`config.mk`:
```
export PLATFORM = sky130hd
export DESIGN_NAME = los_detector
export DESIGN_NICKNAME = d
export VERILOG_FILES = /design/src/rtl/los_pkg.sv /design/src/rtl/los_edge_mark.sv /design/src/rtl/los_quiet_timer.sv /design/src/rtl/los_density_window.sv /design/src/rtl/los_detector.sv
export SDC_FILE = /design/constraint.sdc
export NUM_CORES = 1
export LEC_CHECK = 0
export ABC_CLOCK_PERIOD_IN_PS = 2700
export BUFFER_PORTS_ARGS = -buffer_cell sky130_fd_sc_hd__clkbuf_2
export CAP_MARGIN = 15
export CORE_MARGIN = 3
export CORE_UTILIZATION = 60
export CTS_BUF_LIST = sky130_fd_sc_hd__clkbuf_16
export DETAILED_ROUTE_END_ITERATION = 6
export PLACE_DENSITY = 0.88
export SYNTH_ARGS = -nofsm -noshare
export SYNTH_HDL_FRONTEND = slang
export SYNTH_HIERARCHICAL = 1
export SYNTH_SLANG_ARGS = --single-unit
```
`constraint.sdc`:
```
create_clock -name clk -period 2.7 [get_ports clk]
set_clock_uncertainty 0.05 [all_clocks]
set_input_delay 0.54 -clock clk [delete_from_list [all_inputs] [get_ports clk]]
set_output_delay 0.54 -clock clk [all_outputs]
set_load 0.01 [all_outputs]
```
`src/rtl/los_pkg.sv`:
```
package los_pkg;
  function automatic int width_for(input int maxv);
    return (maxv < 2) ? 1 : $clog2(maxv + 1);
  endfunction
endpackage

```
`src/rtl/los_edge_mark.sv`:
```
module los_edge_mark (
  input  logic clk,
  input  logic rst,
  input  logic samp_bit,
  input  logic samp_vld,
  output logic mark
);
  logic prev_bit;
  logic have_prev;

  always_ff @(posedge clk) begin
    if (rst) begin
      prev_bit  <= 1'b0;
      have_prev <= 1'b0;
    end else if (samp_vld) begin
      prev_bit  <= samp_bit;
      have_prev <= 1'b1;
    end
  end

  assign mark = samp_vld & have_prev & (samp_bit ^ prev_bit);
endmodule

```
`src/rtl/los_quiet_timer.sv`:
```
module los_quiet_timer #(
  parameter int QUIET_UI = 357,
  parameter int CW       = 9
) (
  input  logic          clk,
  input  logic          rst,
  input  logic          samp_vld,
  input  logic          mark,
  output logic [CW-1:0] run_q,
  output logic          quiet_hit
);
  localparam logic [CW-1:0] QLIM = CW'(QUIET_UI);
  logic [CW-1:0] run_d;

  always_comb begin
    run_d = run_q;
    if (samp_vld) begin
      if (mark)              run_d = '0;
      else if (run_q != QLIM) run_d = run_q + 1'b1;
    end
  end

  assign quiet_hit = (run_d == QLIM);

  always_ff @(posedge clk) begin
    if (rst) run_q <= '0;
    else     run_q <= run_d;
  end

  assert_quiet_sat_R6: assert property (@(posedge clk) disable iff (rst)
    run_q <= QLIM);
  assert_quiet_restart_R6: assert property (@(posedge clk) disable iff (rst)
    (samp_vld && mark) |=> (run_q == '0));
endmodule

```
`src/rtl/los_density_window.sv`:
```
module los_density_window #(
  parameter int WIN_UI  = 32,
  parameter int CLR_MIN = 5,
  parameter int PW      = 6
) (
  input  logic          clk,
  input  logic          rst,
  input  logic          samp_vld,
  input  logic          mark,
  output logic [PW-1:0] pop_q,
  output logic          dense_hit
);
  logic [WIN_UI-1:0] hist;
  logic [PW-1:0]     pop_d;

  always_comb begin
    pop_d = pop_q;
    if (samp_vld)
      pop_d = pop_q + PW'(mark) - PW'(hist[WIN_UI-1]);
  end

  assign dense_hit = (pop_d >= PW'(CLR_MIN));

  always_ff @(posedge clk) begin
    if (rst) begin
      hist  <= '0;
      pop_q <= '0;
    end else begin
      if (samp_vld) hist <= {hist[WIN_UI-2:0], mark};
      pop_q <= pop_d;
    end
  end

  assert_pop_track_R2: assert property (@(posedge clk) disable iff (rst)
    int'(pop_q) == $countones(hist));
endmodule

```
`src/rtl/los_detector.sv`:
```
module los_detector #(
  parameter int QUIET_UI = 357,
  parameter int WIN_UI   = 32,
  parameter int CLR_MIN  = 5
) (
  input  logic clk,
  input  logic rst,
  input  logic samp_bit,
  input  logic samp_vld,
  input  logic loop_mode,
  input  logic mon_mode,
  output logic los,
  output logic data_out
);
  localparam int QW = los_pkg::width_for(QUIET_UI);
  localparam int PW = los_pkg::width_for(WIN_UI);

  logic          mark;
  logic [QW-1:0] run_q;
  logic [PW-1:0] pop_q;
  logic          quiet_hit;
  logic          dense_hit;
  logic          los_d;
  logic          data_hold;
  logic          data_nxt;
  logic          det_off;

  los_edge_mark u_mark (
    .clk(clk), .rst(rst), .samp_bit(samp_bit), .samp_vld(samp_vld), .mark(mark)
  );

  los_quiet_timer #(.QUIET_UI(QUIET_UI), .CW(QW)) u_quiet (
    .clk(clk), .rst(rst), .samp_vld(samp_vld), .mark(mark),
    .run_q(run_q), .quiet_hit(quiet_hit)
  );

  los_density_window #(.WIN_UI(WIN_UI), .CLR_MIN(CLR_MIN), .PW(PW)) u_win (
    .clk(clk), .rst(rst), .samp_vld(samp_vld), .mark(mark),
    .pop_q(pop_q), .dense_hit(dense_hit)
  );

  assign det_off  = loop_mode | mon_mode;
  assign data_nxt = samp_vld ? samp_bit : data_hold;

  always_comb begin
    los_d = los;
    if (det_off)               los_d = 1'b0;
    else if (los && dense_hit) los_d = 1'b0;
    else if (!los && quiet_hit) los_d = 1'b1;
  end

  always_ff @(posedge clk) begin
    if (rst) begin
      los       <= 1'b1;
      data_hold <= 1'b0;
      data_out  <= 1'b0;
    end else begin
      los       <= los_d;
      data_hold <= data_nxt;
      data_out  <= data_nxt & ~los_d;
    end
  end

  assert_disable_R4: assert property (@(posedge clk) disable iff (rst)
    (loop_mode || mon_mode) |=> !los);
  assert_set_quiet_R1: assert property (@(posedge clk) disable iff (rst)
    $rose(los) |-> (run_q == QW'(QUIET_UI)));
  assert_clear_dense_R2: assert property (@(posedge clk) disable iff (rst)
    $fell(los) |-> ($past(det_off) || (pop_q >= PW'(CLR_MIN))));
  assert_squelch_R3: assert property (@(posedge clk) disable iff (rst)
    los |-> !data_out);
endmodule

```
# == After elaboration in Yosys (flattened, before gate mapping) ==
# Index checks and enable logic that the tools add are counted.
# Widths: inputs -> output; s select.
# totals
in_bits,6
regBits,52
output_inout_bits,2
# classes
muxes,8
eq_ne,2
bitwise_logic,6
magnitude_cmp,1
n_reduce_logical,3
n_addsub,3
# op_table
cell,n
$mux 9,3
$add 9x1->9 const B,1
$eq 9x9->1 const B,1
$ne 9x9->1 const B,1
$add 6x1->6,1
$ge 6x3->1 const B,1
$mux 6,1
$sub 6x1->6,1
$mux 1,4
$and 1x1->1,3
$logic_and 1x1->1,2
$logic_not 1->1,1
$not 1->1,1
$or 1x1->1,1
$xor 1x1->1,1

# == Depth between registers and ports, before layout ==
# logic_depth
depth_word,11
ltp_mapped,13

# == Cells and area by module ==
# Netlist, hierarchy kept.
# by_module_without_submodules
mod,n_inst,seq_area_each_um2,area_each_um2,cells_each
los_density_window,1,760.7,1600.3,163
los_quiet_timer,1,180.2,575.6,69
los_detector,1,60.1,111.4,10
los_edge_mark,1,40.0,76.3,8

# == Worst setup path before layout ==
# Ideal clock, no wire load.
# synth_timing
kind,input to register
from,input samp_bit
to,register data_out
path_buffers,0
setup_ns,0.134
path_stages,12
arrival_time_ns,2.344
setup_slack_ns,0.172
required_ns,2.516
cell_sequence,xor2_1 and3_1 ha_1 inv_1 fa_1 nor2b_1 o21a_1 or3_1 a31oi_1 o2111ai_1 nand2_1 a311oi_2
# synth_via
elab_chain_len,11
elab_cells_between_ends,17
# synth_lines
item,line_no,rtl
from (decl),los_detector.sv:8,"input logic samp_bit,"
$xor 1x1->1,los_edge_mark.sv:21,assign mark = samp_vld & have_prev & (samp_bit ^ prev_bit);
$and 1x1->1,los_edge_mark.sv:21,
net mark,los_detector.sv:18,logic mark;
$add 6x1->6,los_density_window.sv:19,pop_d = pop_q + PW'(mark) - PW'(hist[WIN_UI-1]);
$sub 6x1->6,los_density_window.sv:19,
$mux 6,los_density_window.sv:18,if (samp_vld)
$ge 6x3->1,los_density_window.sv:22,assign dense_hit = (pop_d >= PW'(CLR_MIN));
net dense_hit,los_detector.sv:22,logic dense_hit;
$logic_and 1x1->1,los_detector.sv:48,else if (los && dense_hit) los_d = 1'b0;
$mux 1,los_detector.sv:48,
$mux 1,los_detector.sv:47,if (det_off) los_d = 1'b0;
$not 1->1,los_detector.sv:60,data_out <= data_nxt & ~los_d;
$and 1x1->1,los_detector.sv:60,
to (signal assigned),los_detector.sv:60,
to (decl),los_detector.sv:13,output logic data_out
# The timed path passes the listed nets, and every way through them passes these cells.
# A chain may end at the register's enable or synchronous reset.

# == Worst setup path after layout ==
# Same ends and word-level chain as after synthesis.

==> results.tsv <==
stage	metric	value	unit
clocking	Worst-Skew Late Latency	0.28	ns
min_path	Min-Delay Path Class	reg2reg	
job	maxcap violations	0	
yosys	Post-synth top cells	nor2_1 (53), dfxtp_1 (52), mux2i_1 (39), inv_1 (11)	
routing	routed via count	1695	
setup_path	slowest CP cell	or3_1	
routing	routed wire length	4120	µm
setup_path	worst-path fanout max	3	
timing	# setup viols final	0	
clocking	clock tree buffer depth	2	
yosys	Post-synth top flop	dfxtp_1	
routing	antenna-violating nets left	0	
routing	initial DRC count	124	
yosys	sequential element share of the synthesized area	44.0	%
placed_design	post-DP HPWL	2790	µm
layout	Seq. cell area	0.00104	mm²
yosys	Yosys top cell by area	dfxtp_1	
yosys	Post-Syn Instances	250	
routing	Residual DRC	0	
yosys	number of synthesized register bits	52	
yosys	async set-reset flop share out of synthesis	0	%
global_route	met1 GRT Util	22.9	%
clocking	CTS tree	done	
timing	final hold violation count	0	
global_route	met3 Usage GRT	5.19	%
placed_design	DP Worst Slack	-0.0649	ns
timing	Final Slew Violations	0	
setup_path	Crit path required time	2.80	ns
placed_design	placed cell count	296	
yosys	Synth top area share	44.0	%
power	total power	1620	µW
placed_design	Buffers on Ports	7	
clocking	Clock Pin Slew Worst Setup and Hold Paths	0.06	ns
global_route	global route hottest layer	met2	
global_route	GR Util met2	32.2	%
floorplanning	core region area	0.00372	mm²
floorplanning	Initial Utilization	63.6	%
layout	Antenna diodes	0	
yosys	top post-synthesis cells by area	dfxtp_1 (44%), mux2i_1 (17%), nor2_1 (8.4%)	
floorplanning	Die Ht	68.8	µm
status	status	finished clean	
global_route	first-pass GRT wire length	6820	µm
routing	wire length per cell	13.7	µm
floorplanning	I/O pin cnt	8	
setup_path	Worst setup EP type	register	
power	leakage	0.00110	µW
global_route	Tot GR Track Use	19.1	%
yosys	Warnings, synthesis	6	
clocking	hold_buf cts	0	
timing	max_slew headroom	69.1	%
yosys	syn_area_per_cell	9.45	µm²
routing	via density per instance	5.63	
clocking	CTS Buf Count	5	
layout	fin area	0.00255	mm²
layout	layout cells sized above 1	9.88	%
timing	Fmax achieved	405	MHz
power	PD cells	636	mW/mm²
timing	final worst slack	0.234	ns
yosys	most frequent cell after synthesis	nor2_1	
timing	fin crit share	91.3	%
timing	min Tclk post-route	2.47	ns
global_route	total gr overflow	0	
setup_path	Crit Path Class	in2reg	
yosys	syn nets	265	
setup_path	CP max stage delay	0.31	ns
clocking	Num Clock Sinks	52	
power	worst vdd ir	0.308	mV
timing	RSZ-0062 raised after global routing	no	
setup_path	reg2reg setup slack	0.26	ns
setup_path	CP Launch Type	input port	
yosys	Cell Area, Synth	0.00236	mm²
placed_design	placed inst area	0.00242	mm²
layout	footprint of the multi-input gates	0.00121	mm²
clocking	clk root buf	clkbuf_16	
clocking	H-tree Lvls	2	
layout	final cell count without fillers	301	
floorplanning	die width	68.8	µm
setup_path	Worst Path Arrival	2.56	ns
layout	Area Growth Syn to Fin	7.83	%
floorplanning	Die Footprint	0.00473	mm²
placed_design	GPL Wtd Cong	0.745	
timing	Tightest Pin Transition	0.463	ns
global_route	vias in the first global route	1594	
floorplanning	cell row count	22	
global_route	antenna violations before repair	0	
global_route	largest net degree at the start of global routing	37	
yosys	number of synthesized flops with an enable pin	0	
yosys	Distinct cells, synth	43	
layout	FILL cells	279	
routing	drt pass-1 iters	4	
setup_path	worst-path cell chain	clkbuf_2 -> xor2_1 -> and3_1 -> ha_1 -> inv_1 -> fa_1 -> nor2b_1 -> o21a_1 -> or3_1 -> a31oi_1 -> o2111ai_1 -> nand2_1 -> a311oi_2	
layout	nets	270	
## cell usage in the layout, fill, tap and decap left out, types with 2 or more instances in the layout
cell / count
ha_1: 8
inv_1: 11
nand3b_1: 2
nor2_1: 53
and4_1: 2
xor2_1: 9
mux2i_1: 39
and3_1: 3
or2_1: 2
nand4_1: 3
clkbuf_2: 7
nand3_1: 3
xnor2_1: 2
buf_4: 4
nor2b_1: 4
a211oi_1: 2
clkbuf_16: 5
nand2_1: 9
a21oi_1: 5
or3_1: 2
o21ai_0: 4
o2111ai_1: 2
dfxtp_1: 51
nand2b_1: 2
## flip-flops by register name, summed over array words and instances (netlist names)
| signal | count |
|---|---|
| u_mark/prev_bit | 1 |
| data_out | 1 |
| u_quiet/run_q | 9 |
| data_hold | 1 |
| u_win/hist | 32 |
| u_mark/have_prev | 1 |
| u_win/pop_q | 6 |
| los | 1 |
## critical path: cells and delay by family
kind	cells	cell delay, ns
xor+xnor	1	0.14
buf+inv	2	0.17
fa+ha+maj	2	0.41
compound gates	4	0.63
simple gates	4	0.68
## power breakdown
| group | internal (µW) | switching, µW | total, µW |
|---|---|---|---|
| registers | 792 | 21.3 | 813 |
| clock network | 327 | 236 | 563 |
| logic | 105 | 140 | 245 |
| total | 1220 | 396 | 1620 |
## repair_timing
item                                    4_1_cts  5_1_grt
setup buffers                                 0        0
hold endpoints to repair                      0        0
endpoints found under the setup margin        0        2
resized for setup                             0        2
## path summary, 6_finish.rpt
check,depth (start not counted),start,endpoint
max,13,samp_bit,data_out$_SDFF_PP0_
min,2,u_win/hist[13]$_SDFFE_PP0P_,u_win/hist[13]$_SDFFE_PP0P_
max reg2reg,12,u_mark/prev_bit$_SDFFE_PP0P_,data_out$_SDFF_PP0_
min reg2reg,2,u_win/hist[13]$_SDFFE_PP0P_,u_win/hist[13]$_SDFFE_PP0P_
## per-stage QoR
step           hold WS (ns)  setup TNS, ns  utilization (%)
6_report              0.441              0             68.6
5_1_grt               0.477              0             68.6
4_1_cts               0.447              0             68.6
3_5_place_dp          0.433        -0.0892             65.2
3_3_place_gp          0.409              0             65.2
2_1_floorplan         0.380              0                -
## layer usage
metal | wire (µm) | part of all wire, %
met1 | 1880 | 46
met2 | 2050 | 50
met3 | 144 | 3.5
met4 | 44 | 1.1
met5 | 0 | 0
## kinds of logic (layout without fill, tap and decap cells)
kind of cell             Yosys count  in the layout  share of synthesized area [%]
multiplexers                      40             40                           17.0
flip-flops                        52             52                           44.0
buffers and inverters             24             27                           4.55
AO/OA/AOI/OAI                     22             22                           6.41
AND/OR/NAND/NOR                   92             92                           18.8
XOR/XNOR                          11             11                           4.08
adder cells (fa/ha/maj)            9              9                           5.08
## final cells by class
class                           count  area share [%]
Sequential cell                    52            40.9
Clock buffer                        5            4.91
Multi-Input combinational cell    174            47.7
Tap cell                           48            2.36
Timing Repair Buffer               11            2.55
Inverter                           11            1.62
Power figures use the tool's default switching activity.
